## config.mk

```make
export PLATFORM = sky130hd
export DESIGN_NAME = wave_seq
export DESIGN_NICKNAME = d
export VERILOG_FILES = /design/src/rtl/wseq_pkg.sv /design/src/rtl/wseq_iram.sv /design/src/rtl/wseq_prescale.sv /design/src/rtl/wseq_shreg.sv /design/src/rtl/wave_seq.sv
export SDC_FILE = /design/constraint.sdc
export NUM_CORES = 1
export LEC_CHECK = 0
export ABC_CLOCK_PERIOD_IN_PS = 3300
export BUFFER_PORTS_ARGS = -buffer_cell sky130_fd_sc_hd__buf_2
export CORE_MARGIN = 1
export CORE_UTILIZATION = 55
export CTS_BUF_LIST = sky130_fd_sc_hd__clkbuf_4 sky130_fd_sc_hd__clkbuf_8
export DETAILED_ROUTE_END_ITERATION = 6
export GPL_ROUTABILITY_DRIVEN = 0
export HOLD_SLACK_MARGIN = 0.15
export MAX_ROUTING_LAYER = met4
export PLACE_DENSITY = 0.75
export SKIP_LAST_GASP = 1
export SYNTH_ARGS = -nofsm -noshare
export SYNTH_HDL_FRONTEND = slang
export SYNTH_SLANG_ARGS = --single-unit
```

## constraint.sdc

```tcl
create_clock -name clk -period 3.3 [get_ports clk]
set_input_delay 0.165 -clock clk [delete_from_list [all_inputs] [get_ports clk]]
set_output_delay 0.165 -clock clk [all_outputs]
set_load 0.005 [all_outputs]
```

## src/rtl/wseq_pkg.sv

```systemverilog
package wseq_pkg;
    typedef enum logic [2:0] {
        OP_DIRECT = 3'd0,
        OP_TOGGLE = 3'd1,
        OP_SHIFT  = 3'd2,
        OP_RSVD   = 3'd3,
        OP_BRZ    = 3'd4,
        OP_BRO    = 3'd5,
        OP_JUMP   = 3'd6,
        OP_HALT   = 3'd7
    } op_e;

    typedef enum logic [1:0] {
        ST_IDLE   = 2'd0,
        ST_STEP   = 2'd1,
        ST_REPEAT = 2'd2
    } state_e;
endpackage

```

## src/rtl/wseq_iram.sv

```systemverilog
module wseq_iram #(
    parameter int DEPTH = 32,
    parameter int IW    = 16,
    localparam int AW   = $clog2(DEPTH)
) (
    input  logic          clk,
    input  logic          we,
    input  logic          wr_allow,
    input  logic [AW-1:0] waddr,
    input  logic [IW-1:0] wdata,
    input  logic [AW-1:0] raddr,
    output logic [IW-1:0] rdata
);
    logic [IW-1:0] mem [DEPTH];

    always_ff @(posedge clk) begin
        if (we && wr_allow)
            mem[waddr] <= wdata;
    end

    assign rdata = mem[raddr];
endmodule

```

## src/rtl/wseq_prescale.sv

```systemverilog
module wseq_prescale #(
    parameter int PSW = 8
) (
    input  logic           clk,
    input  logic           rst_n,
    input  logic           run,
    input  logic [PSW-1:0] div,
    output logic           tick
);
    logic [PSW-1:0] cnt;

    assign tick = run && (cnt == div);

    always_ff @(posedge clk or negedge rst_n) begin
        if (!rst_n)
            cnt <= '0;
        else if (!run || tick)
            cnt <= '0;
        else
            cnt <= cnt + PSW'(1);
    end
endmodule

```

## src/rtl/wseq_shreg.sv

```systemverilog
module wseq_shreg #(
    parameter int W = 16
) (
    input  logic         clk,
    input  logic         rst_n,
    input  logic         load,
    input  logic [W-1:0] load_val,
    input  logic         shift,
    input  logic         fill,
    output logic [W-1:0] q
);
    always_ff @(posedge clk or negedge rst_n) begin
        if (!rst_n)
            q <= '0;
        else if (shift)
            q <= {q[W-2:0], fill};
        else if (load)
            q <= load_val;
    end
endmodule

```

## src/rtl/wave_seq.sv

```systemverilog
module wave_seq
    import wseq_pkg::*;
#(
    parameter int DEPTH = 32,
    parameter int IW    = 16,
    parameter int RW    = 16,
    parameter int PCW   = 6,
    parameter int SPW   = 8,
    parameter int PSW   = 8,
    localparam int AW   = $clog2(DEPTH),
    localparam int CW   = IW - 8
) (
    input  logic           clk,
    input  logic           rst_n,
    input  logic           ram_wr_en,
    input  logic           prog_we,
    input  logic [AW-1:0]  prog_addr,
    input  logic [IW-1:0]  prog_wdata,
    input  logic           ld_addr_we,
    input  logic           ld_data_we,
    input  logic [RW-1:0]  ld_value,
    input  logic           start,
    input  logic [SPW-1:0] start_pc,
    input  logic [PSW-1:0] prediv,
    input  logic           din,
    input  logic [1:0]     irq_en,
    input  logic [1:0]     irq_clr,
    output logic           sclk,
    output logic           sdo,
    output logic           sdo_oe,
    output logic           cs,
    output logic           busy,
    output logic [RW-1:0]  addr_q,
    output logic [RW-1:0]  data_q,
    output logic [PCW-1:0] stop_pc,
    output logic [1:0]     irq_status,
    output logic           irq
);
    state_e         state, state_n;
    logic [PCW-1:0] pc, pc_n, pc_inc, tgt;
    logic [CW-1:0]  rep, rep_n, cnt_f;
    logic           sclk_n, sdo_n, cs_n, oe_n;
    logic           sh_en, halt, reject, tick;
    logic [IW-1:0]  instr;
    op_e            op;
    logic           sel;
    logic           sel_msb;
    logic [RW-1:0]  sreg_q [2];
    logic [RW-1:0]  sreg_q_sel;

    // instruction memory, read combinationally at the program counter
    wseq_iram #(.DEPTH(DEPTH), .IW(IW)) u_iram (
        .clk      (clk),
        .we       (prog_we),
        .wr_allow (ram_wr_en),
        .waddr    (prog_addr),
        .wdata    (prog_wdata),
        .raddr    (pc[AW-1:0]),
        .rdata    (instr)
    );

    assign busy = (state != ST_IDLE);

    wseq_prescale #(.PSW(PSW)) u_pre (
        .clk   (clk),
        .rst_n (rst_n),
        .run   (busy),
        .div   (prediv),
        .tick  (tick)
    );

    // decode fields
    assign op     = op_e'(instr[7:5]);
    assign cnt_f  = instr[IW-1:8];
    assign tgt    = instr[8+PCW-1:8];
    assign sel    = instr[4];
    assign pc_inc = {{(PCW-AW){1'b0}}, pc[AW-1:0] + AW'(1)};

    // index 0: address register, index 1: data register
    generate
        for (genvar g = 0; g < 2; g++) begin : g_sreg
            logic ld_g;
            assign ld_g = ((g == 0) ? ld_addr_we : ld_data_we) && !busy;
            wseq_shreg #(.W(RW)) u_sreg (
                .clk      (clk),
                .rst_n    (rst_n),
                .load     (ld_g),
                .load_val (ld_value),
                .shift    (sh_en && (sel == g[0])),
                .fill     (instr[3] ? 1'b0 : din),
                .q        (sreg_q[g])
            );
        end
    endgenerate

    assign addr_q     = sreg_q[0];
    assign data_q     = sreg_q[1];
    assign sreg_q_sel = sel ? sreg_q[1] : sreg_q[0];
    assign sel_msb    = sreg_q_sel[RW-1];

    // state register
    always_ff @(posedge clk or negedge rst_n) begin
        if (!rst_n)
            state <= ST_IDLE;
        else
            state <= state_n;
    end

    // next state and output levels
    always_comb begin
        state_n = state;
        pc_n    = pc;
        rep_n   = rep;
        sclk_n  = sclk;
        sdo_n   = sdo;
        cs_n    = cs;
        oe_n    = sdo_oe;
        sh_en   = 1'b0;
        halt    = 1'b0;
        reject  = 1'b0;
        unique case (state)
            ST_IDLE: begin
                if (start) begin
                    if (|start_pc[SPW-1:PCW]) begin
                        reject = 1'b1;
                    end else begin
                        pc_n    = start_pc[PCW-1:0];
                        state_n = ST_STEP;
                    end
                end
            end
            ST_STEP: begin
                if (tick) begin
                    unique case (op)
                        OP_DIRECT, OP_RSVD: begin
                            sclk_n = instr[0];
                            sdo_n  = instr[1];
                            cs_n   = instr[2];
                            oe_n   = instr[3];
                            pc_n   = pc_inc;
                        end
                        OP_TOGGLE: begin
                            sclk_n = ~sclk;
                            sdo_n  = instr[1];
                            cs_n   = instr[2];
                            oe_n   = instr[3];
                            if (cnt_f <= CW'(1)) begin
                                pc_n = pc_inc;
                            end else begin
                                rep_n   = cnt_f - CW'(1);
                                state_n = ST_REPEAT;
                            end
                        end
                        OP_SHIFT: begin
                            sclk_n = instr[0];
                            sdo_n  = instr[3] ? sel_msb : instr[1];
                            cs_n   = instr[2];
                            oe_n   = instr[3];
                            sh_en  = 1'b1;
                            if (cnt_f <= CW'(1)) begin
                                pc_n = pc_inc;
                            end else begin
                                rep_n   = cnt_f - CW'(1);
                                state_n = ST_REPEAT;
                            end
                        end
                        OP_BRZ:  pc_n = !din ? tgt : pc_inc;
                        OP_BRO:  pc_n = din ? tgt : pc_inc;
                        OP_JUMP: pc_n = tgt;
                        OP_HALT: begin
                            halt    = 1'b1;
                            state_n = ST_IDLE;
                        end
                    endcase
                end
            end
            ST_REPEAT: begin
                if (tick) begin
                    if (op == OP_SHIFT) begin
                        sdo_n = instr[3] ? sel_msb : instr[1];
                        sh_en = 1'b1;
                    end else begin
                        sclk_n = ~sclk;
                    end
                    rep_n = rep - CW'(1);
                    if (rep == CW'(1)) begin
                        pc_n    = pc_inc;
                        state_n = ST_STEP;
                    end
                end
            end
            default: state_n = ST_IDLE;
        endcase
    end

    // datapath registers
    always_ff @(posedge clk or negedge rst_n) begin
        if (!rst_n) begin
            pc         <= '0;
            rep        <= '0;
            sclk       <= 1'b0;
            sdo        <= 1'b0;
            cs         <= 1'b1;
            sdo_oe     <= 1'b0;
            stop_pc    <= '0;
            irq_status <= '0;
        end else begin
            pc         <= pc_n;
            rep        <= rep_n;
            sclk       <= sclk_n;
            sdo        <= sdo_n;
            cs         <= cs_n;
            sdo_oe     <= oe_n;
            if (halt)
                stop_pc <= pc;
            irq_status <= (irq_status & ~irq_clr) | {reject, halt};
        end
    end

    assign irq = |(irq_status & irq_en);
endmodule

```

After elaboration in Yosys (flattened, before gate mapping)
Memory sizes are Yosys's and may differ from the RTL's.
Index checks and enable logic that the tools add are counted.

cells by class
  add/sub/neg operators = 4
  magnitude comparators = 1
  equal/unequal tests = 26
  multiplexer cells = 52
  bitwise gates (word level) = 6
  reduce and logical (&&, ||, !) cells = 29

operators with widths
  cell                 count
  $mux 16              5
  $mux 6               8
  $mux 8               5
  $pmux 6 s5           1
  $mux 1               19
  $pmux 6 s3           1
  $pmux 8 s2           1
  $sub 8x1->8 const B  2
  $reduce_and 5->1     3
  $ne 2x2->1 const B   7
  $eq 3x3->1 const B   4
  $mux 2               6
  $reduce_or 2->1      5
  $ne 3x3->1 const B   3
  $add 8x1->8 const B  1
  $eq 8x1->1 const B   1
  $eq 8x8->1           1
  $le 8x1->1 const B   1
  $pmux 1 s2           4
  $reduce_and 8->1     1
  $reduce_bool 2->1    4
  $reduce_and 7->1     1
  $eq 3x2->1 const B   2
  $logic_and 1x1->1    6
  other kinds (21)     26

word-level totals
  register bits after elaboration = 68
  RAM bits = 512
  input port bits = 65
  output and inout bits = 46
  logic and storage cells = 131
  memories = 1

memory list
  name        depth  width  read ports  clocked after memory_dff  wr ports  RTL line         RTL
  u_iram.mem  32     16     1           0                         1         wseq_iram.sv:14  logic [IW-1:0] mem [DEPTH];

Depth between registers and ports, before layout
Gate-level depths: netlist of the first run.
An unclocked memory read counts as a cell.

  word-level depth = 7
  gate-level depth with buffers = 19
  gate-level depth less buffers = 11

Cells and area by module
From an unflattened synthesis of the first run, not the netlist that was laid out.

unflattened totals
  cells, all modules = 1,527
  area total of the unflattened synthesis = 24,151.9 um^2

modules (own cells, without submodules)
  module         instances  cells an instance  area an instance (um^2)  sequential area each (um^2)
  wseq_iram      1          1,129              20,219.4                 15,374.7
  wave_seq       1          214                1,943.1                  701.9
  wseq_shreg     2          69                 744.5                    400.4
  wseq_prescale  1          46                 500.5                    200.2

Least setup slack after synthesis of the first run
Ideal clock, no wire load.

  kind = register to register
  start = register pc[0]
  end = register rep[3]
  setup time = 0.121 ns
  data arrival time = 3.485 ns
  data required time = 3.179 ns
  path slack = -0.306 ns
  stages on the path, launching flop included = 15
  path buffers = 4
  clock period less this slack = 3.606 ns
  cell sequence = dfrtp_1 -> buf_4 -> buf_4 -> buf_4 -> mux4_2 -> o21ai_0 -> nand3_1 -> nor2_1 -> ha_1 -> nor2_1 -> nor3_1 -> a2111oi_4 -> o21a_1 -> buf_6 -> a22o_1

on the way
  word-level cells in the longest chain between the ends = 6
  elaborated cells on any way between the ends = 13
  classes of those cells = add/sub: 1; order compare: 1; eq/ne: 4; mux: 4; reduce/logical: 2; memory: 1

ends and longest elaborated chain
  element                 RTL line                          RTL
  from (decl)             wave_seq.sv:40                    logic [PCW-1:0] pc, pc_n, pc_inc, tgt;
  from (signal assigned)  wave_seq.sv:208                   pc <= pc_n;
  $mem_v2 32x16 (*)       n/a
  $sub 8x1->8             wave_seq.sv:150, wave_seq.sv:163
  $mux 8                  wave_seq.sv:147, wave_seq.sv:160
  $mux 8                  n/a
  $mux 8                  wave_seq.sv:133                   if (tick) begin
  $pmux 8 s2              wave_seq.sv:121                   unique case (state)
  to (signal assigned)    wave_seq.sv:209                   rep <= rep_n;
  to (decl)               wave_seq.sv:41                    logic [CW-1:0] rep, rep_n, cnt_f;

Every way passes the cells marked *; elsewhere a longest branch is shown, timed or not. The select of a mux whose other input is x is not followed.
A chain may end at the register's enable or synchronous reset.

Worst setup path after layout of the first run
  start = register pc[0]
  end = register pc[4]

on the way
  word-level cells in the longest chain between the ends = 6
  elaborated cells on any way between the ends = 23
  classes of those cells = add/sub: 1; order compare: 1; eq/ne: 8; mux: 8; reduce/logical: 4; memory: 1

ends and longest elaborated chain
  element
  parallel branches: the longest is 6 deep, another holds $mem_v2 32x16

Several ways; the timed one is not identified. The select of a mux whose other input is x is not followed.

==> results of run 1 <==
[through the flow]
stage / instance area (um^2) / setup slack [ns] / std cells
floorplan: 24200 / 0.00193 / 1417
global route: 28700 / -0.0701 / 2391
finish: 28700 / 0.0988 / 2391
global placement: 26100 / -0.0328 / 2146
detailed placement: 26100 / -0.0705 / 2146
CTS: 28500 / 0.0157 / 2380
[layer usage]
layer,track usage,up-vias,share of wire
li1,-,6363,-
met1,0.354,7368,0.40
met2,0.420,853,0.48
met3,0.0550,128,0.094
met4,0.107,0,0.030
met5,-,-,0
[critical path, delay by kind of cell, from the launching register on]
family	cells	cell delay (ns)
buf+inv	2	0.36
simple gates	4	0.70
mux	2	0.88
fa+ha+maj	1	0.24
compound gates	2	0.47
flops	1	0.42
[state kept, by name (all words and copies together), names as in the netlist]
name             count
cs                   1
g_sreg.u_sreg.q     32
sdo                  1
pc                   6
sdo_oe               1
u_iram.mem         512
stop_pc              6
sclk                 1
u_pre.cnt            8
rep                  8
irq_status           2
state                2
[cells in the mapped netlist (4+ instances only)]
| cell | n |
|---|---|
| edfxtp_1 | 512 |
| mux2i_1 | 158 |
| dfrtp_1 | 67 |
| nor2_1 | 61 |
| mux4_2 | 57 |
| a22oi_1 | 41 |
| and3_1 | 41 |
| nand2_1 | 39 |
| a21oi_1 | 36 |
| a221o_1 | 32 |
| nand3_1 | 32 |
| buf_2 | 26 |
| o21ai_0 | 22 |
| clkbuf_1 | 20 |
| mux2_2 | 17 |
| xnor2_1 | 17 |
| a22o_1 | 16 |
| buf_6 | 15 |
| inv_1 | 14 |
| nor3_1 | 14 |
| o221ai_1 | 14 |
| buf_4 | 11 |
| ha_1 | 10 |
| o22ai_1 | 10 |
| nor2b_1 | 8 |
| a211oi_1 | 7 |
| xor2_1 | 7 |
| a31oi_1 | 6 |
| and2_1 | 5 |
| nand4_1 | 5 |
| o211ai_1 | 5 |
| o31ai_1 | 5 |
| a211o_1 | 4 |
| a211oi_2 | 4 |
| nand2b_1 | 4 |
| or3_1 | 4 |
[power by group]
group          internal [W]  total, W  switching [W]
Sequential          0.00838   0.00877       0.000382
Clock               0.00316   0.00588        0.00272
Combinational       0.00425   0.00949        0.00524
Total                0.0158    0.0241        0.00834
[logic make-up (layout without fill, tap and decap cells)]
kind of cell               count (synthesis)  count (layout)  synth area share
AOI/OAI and AO/OA                        236             236            0.0759
xor gates and xnor gates                  24              24           0.00868
adders and majority gates                 10              10           0.00517
buffers and inverters                     95             483            0.0252
DFF                                      580             580             0.705
muxes                                    232             232             0.126
other                                      0               1                 0
and+or+nand+nor                          240             240            0.0535
[timing repair]
| action | 4_1_cts | 5_1_grt |
|---|---|---|
| setup buffers | 0 | 10 |
| pin swaps | 0 | 5 |
| gates cloned | 0 | 0 |
| resized for setup | 3 | 30 |
| setup endpoints to repair | 13 | 56 |
| hold buffers | 68 | 0 |
| endpoints found under the hold margin | 638 | 0 |
[final cells by class]
cell class              instances  share of cell area
repair buffers                300              0.0814
clock inverters                55              0.0122
well taps                     585              0.0255
flip-flops and latches        580               0.595
diodes                          1           0.0000871
multi-input cells             742               0.234
clock buffers                 111              0.0495
inverters                      17             0.00222
[final timing paths]
kind | slack, ns | end | start | cells past startpoint
worst min register to register | 0.50 | cs$_DFFE_PN1P_ | cs$_DFFE_PN1P_ | 2
worst min-delay path | 0.21 | u_pre.cnt[1]$_DFF_PN0_ | prediv[0] | 5
worst max-delay path | 0.1 | pc[4]$_DFFE_PN0P_ | pc[0]$_DFFE_PN0P_ | 11
max in group asynchronous | 2.42 | cs$_DFFE_PN1P_ | rst_n | 4
min in group asynchronous | 0.62 | u_pre.cnt[3]$_DFF_PN0_ | rst_n | 4
worst max register to register | 0.1 | pc[4]$_DFFE_PN0P_ | pc[0]$_DFFE_PN0P_ | 11
==> run metrics, run 1 <==
total power=~0.024 W; Die ar.=44900 um^2; synth top area cells=edfxtp_1 64%, dfrtp_1 6.9%, mux2i_1 6.5%; Synth Warn #=0; CTS sink cnt=580; cts bufs inserted=92; I/O Buffers=110; commonest non-fill, non-tap cells in the layout=512 x edfxtp_1, 158 x mux2i_1, 111 x buf_2, 104 x buf_4, 94 x clkbuf_8; Final Util=0.664; nets=roughly 1800; measured slew at the worst slew-check pin=approximately 0.76 ns; Leak=10.4 nW; gr ovfl total=0; CP max stage cell=mux4_2; count of boundary I/O pins=111; core box area=43300 um^2; Global Route Usage Sum=0.271; initial antenna violation count=1; Mapped Area=24200 um^2; Max Cap Violations=0; Primary FF master, synth=edfxtp_1; Yosys cell types=between 80 and 90; H-tree depth=3; Synth Register Bits=580; pin count of the biggest net entering global routing=39; sequential fraction of the synthesis area=0.705; Die X=212 um; status=finished, final reports clean; worst setup path class=flop to flop; Yosys top cell area share=0.635; Synth area leader=edfxtp_1; via count=14712; CP Max Fanout=7; overall routed net length=58800 um; Hold Fails Final Rpt=0; clock root buffer master=clkbuf_8; Peak VDD IR=446 uV; Finish-stage setup viols=0; row count=76; clock buffer depth=3; starting density of the core=0.560; CTS tree=done; critical path capture point type=flop; DRC viols=0; Syn Nets=1492; Wirelength per Cell=24.6 um; Worst EP required=3.83 ns; final slew viol count=0; fillers=2828; Min-Delay Path Class=primary input to flop; arrival time at the worst endpoint=about 3.7 ns; worst skew pair latency=around 0.66 ns; die height=212 um; Slew headroom=0.488; Post-Syn Area per Cell=~17 um^2; minimum period implied by the final worst setup slack=3.20 ns; WHS=0.206 ns; RSZ-0062 raised after global routing=true; Worst Skew=0.0238 ns; vias in the first global route=14776; slowest stage delay, CP=0.51 ns; Initial DRC Count=1715; post-DR vias/cell=slightly above 6; Power Density=840 nW/um^2; Fmax achieved=312 MHz; Setup crit start kind=flop; first-pass GRT wire length=86500 um; post-synthesis async set-or-reset flop share=0.117; multi-input logic area=6730 um^2; Syn Inst Count=1417; clock slew at reported path FFs=roughly 0.060 ns; Register Area=17100 um^2; drt first pass iters=7; sum of negative setup slack=0 ns; ordered cell list for the critical path=clkbuf_4 > buf_4 > mux4_2 > o211ai_2 > nand4_2 > ha_1 > nor2_1 > and4b_1 > a211o_1 > nand3_2 > mux2_2; DRT antenna net count=0; final period utilization=0.970; number of flops mapped to enable cells by yosys=between 500 and 600; ratio of cells with drive above 1 in the final layout=0.291; Area Growth Syn to Fin=18.6%; commonest non-fill, non-tap cell in the layout=edfxtp_1; Final HPWL DP=35500 um
No activity file was read; power rests on OpenSTA's default activity.
==> run 2: changes to the inputs <==
--- a/config.mk
+++ b/config.mk
@@ -7,7 +7,7 @@
 export LEC_CHECK = 0
 export ABC_CLOCK_PERIOD_IN_PS = 3300
 export BUFFER_PORTS_ARGS = -buffer_cell sky130_fd_sc_hd__buf_2
-export CORE_MARGIN = 1
+export CORE_MARGIN = 4
 export CORE_UTILIZATION = 55
 export CTS_BUF_LIST = sky130_fd_sc_hd__clkbuf_4 sky130_fd_sc_hd__clkbuf_8
 export DETAILED_ROUTE_END_ITERATION = 6
==> run 2 against run 1 <==
Against the previous run: largest cell class unchanged; cell count down 0.92%; first-iteration DRC count up 7.5%; cell area down 0.24%; power up 0.30%; count of clock-buffer cells in the layout up 7; register-to-register slack worse by 0.06 ns; maximum frequency down 2.0%; sequential power down 0.5%; critical path depth up 4.
==> run metrics, run 2 (synthesis results as in run 1) <==
final period utilization=0.990 (+0.0196); Power Density=845 nW/um^2 (+0.54%); Design Area, Final=28700 um^2 (-0.24%); pin count of the biggest net entering global routing=39 (unchanged); measured slew at the worst slew-check pin=0.921 ns (+0.159 ns); internal power=0.0158 W (+0.10%); arrival time at the worst endpoint=3.80 ns (+0.07 ns); Wirelength per Cell=24.9 um (+1.5%); Critical Path Start=pc[0]$_DFFE_PN0P_; final slew viol count=0 (unchanged); Register Area=17100 um^2 (about the same); Die ar.=47400 um^2 (+5.7%); Logic pwr share=0.406 (+0.013); overall routed net length=59100 um (+0.55%); via count=14662 (-0.34%); multi-input logic area=6750 um^2 (+0.37%); DRT antenna net count=0 (unchanged); Die X=218 um (+2.8%); Fmax achieved=306 MHz (-2.0%); Setup crit start kind=flop; worst reg2reg setup slack=0.03 ns (-0.06 ns); clock root buffer master=clkbuf_8; DRC viols=0 (unchanged); worst skew pair latency=0.66 ns (about the same); status=finished, final reports clean; Max Cap Violations=0 (unchanged); P_sw=0.00840 W (+0.66%); starting density of the core=0.560 (unchanged); initial antenna violation count=1 (unchanged); critical path capture point type=flop; Area after DPL=26100 um^2 (+0.16%); H-tree depth=3 (unchanged); Initial DRC Count=1843 (+7.5%); worst setup path class=flop to flop; die height=218 um (+2.8%); clock buffer depth=3 (unchanged); Net Sw Frac=0.347 (+0.00125); core box area=43300 um^2 (unchanged); first-pass GRT wire length=88100 um (+1.9%); Reg2Reg Launch Point=pc[0]$_DFFE_PN0P_; gr ovfl total=0 (unchanged); Final Util=0.662 (-0.00159); I/O Buffers=110 (unchanged); commonest non-fill, non-tap cells in the layout=512 x edfxtp_1, 157 x mux2i_1, 111 x buf_2, 103 x buf_4, 96 x clkbuf_8; critical path endpoint=rep[6]$_DFFE_PN0P_; Global Route Usage Sum=0.253 (-0.0179); Hold Fails Final Rpt=0 (unchanged); Top Registers=u_iram.mem: 512 flops, g_sreg.u_sreg.q: 32 flops; commonest non-fill, non-tap cell in the layout=edfxtp_1; vias in the first global route=14612 (-1.1%); RSZ-0062 raised after global routing=true; clock slew at reported path FFs=0.06 ns (about the same); nets=1798 (-0.55%); post-DR vias/cell=6.19 (+0.59%); Reg power frac=0.361 (-0.002); Final HPWL DP=35900 um (+1.3%); cts bufs inserted=89 (-3.3%); Peak VDD IR=463 uV (+3.8%); WHS=0.173 ns (-0.0325 ns); Clock power frac=0.234 (-0.010); ratio of cells with drive above 1 in the final layout=0.298 (+0.00696); CTS tree=done; RR Endpoint=rep[6]$_DFFE_PN0P_; CP Max Fanout=17 (+10); Worst EP required=3.84 ns (about the same); fillers=2850 (+0.78%); drt first pass iters=7 (unchanged); row count=76 (unchanged); CTS sink cnt=580 (unchanged); Largest Register=u_iram.mem; Min-Delay Path Class=primary input to async pin; minimum period implied by the final worst setup slack=3.27 ns (+0.0648 ns); max reg flops=512 (unchanged); Worst Skew=0.0317 ns (+0.00790 ns); Finish-stage setup viols=0 (unchanged); Area Growth Syn to Fin=18.3%; Reg2Reg Depth=15 (+4); count of boundary I/O pins=111 (unchanged); Slew headroom=0.386 (-0.102); Leak=10.3 nW (-0.35%)
-- run 2: changes by cell type in the layout (fill, tap and decap cells not counted), moves of 4 or more --
cell,change
clkinv_1,-17
a22oi_1,-4
a22oi_2,+4
clkinv_2,-4
o21ai_1,-5
clkbuf_4,+4
dlygate4sd3_1,-8
-- run 2: cell type report --
type / count / area share
Sequential cell: 580 / 0.596
Tap cell: 585 / 0.0255
Antenna cell: 1 / 0.0000873
Inverter: 17 / 0.00223
Multi-Input combinational cell: 742 / 0.236
Clock buffer: 118 / 0.0519
Timing Repair Buffer: 293 / 0.0817
Clock inverter: 33 / 0.00659
-- run 2: how the worst min path moves through the flow --
| stage | start | endpoint | slack (ns) | cells after the start |
|---|---|---|---|---|
| 6_report | rst_n | u_pre.cnt[0]$_DFF_PN0_ | 0.17 | 2 |
| 5_1_grt | rst_n | u_pre.cnt[1]$_DFF_PN0_ | 0.24 | 2 |
| 4_1_cts | start_pc[6] | pc[0]$_DFFE_PN0P_ | 0.16 | 4 |
| 3_5_place_dp | rst_n | u_pre.cnt[3]$_DFF_PN0_ | 0.34 | 1 |
| 3_3_place_gp | rst_n | u_pre.cnt[2]$_DFF_PN0_ | 0.33 | 1 |
| 2_1_floorplan | rst_n | g_sreg[0].u_sreg.q[0]$_DFFE_PN0P_ | -0.13 | 0 |
-- run 2: repair_timing --
action,in CTS,in global routing
endpoints found under the hold margin,595,0
gates resized for setup,0,38
setup endpoints to repair,0,36
hold buffers,59,0
buffers inserted,0,5
-- run 2: worst max-delay path, stage by stage, from the launching register on --
cell,delay (ns)
dfrtp_4,0.49
buf_2,0.17
nor2b_2,0.18
buf_12,0.17
a221oi_1,0.33
a21oi_1,0.12
nor2_2,0.19
nor2_4,0.07
ha_2,0.18
nor2_2,0.11
nor3_2,0.06
buf_4,0.17
a2111oi_4,0.31
buf_4,0.20
o221ai_1,0.12
a22o_1,0.26
-- run 2: metal layers --
metal	part of all wire	global-route usage	wire, um	up-vias
met1	0.40	0.346	23400	7458
li1	-	-	-	6350
met2	0.49	0.401	28900	752
met3	0.090	0.0383	5320	102
met5	0	-	0	-
met4	0.024	0.0782	1430	0
-- run 2: power groups by stage --
stage / logic [W] / clock network, W / registers [W]
6_report: 0.00982 / 0.00566 / 0.00873
2_1_floorplan: 0.00610 / 0 / 0.00877
5_1_grt: 0.0104 / 0.00612 / 0.00877
3_3_place_gp: 0.00889 / 0 / 0.00886
4_1_cts: 0.00919 / 0.00576 / 0.00873
3_5_place_dp: 0.00905 / 0 / 0.00888
-- run 2: metrics by stage --
step                      cells  total power [W]  worst slack (ns)  TNS [ns]
after floorplan            1417           0.0149           0.00193         0
after global placement     2150           0.0178            0.0426         0
after detailed placement   2150           0.0179            0.0181         0
after CTS                  2360           0.0237          0.000538         0
after global routing       2369           0.0253           -0.0635    -0.426
final                      2369           0.0242            0.0340         0
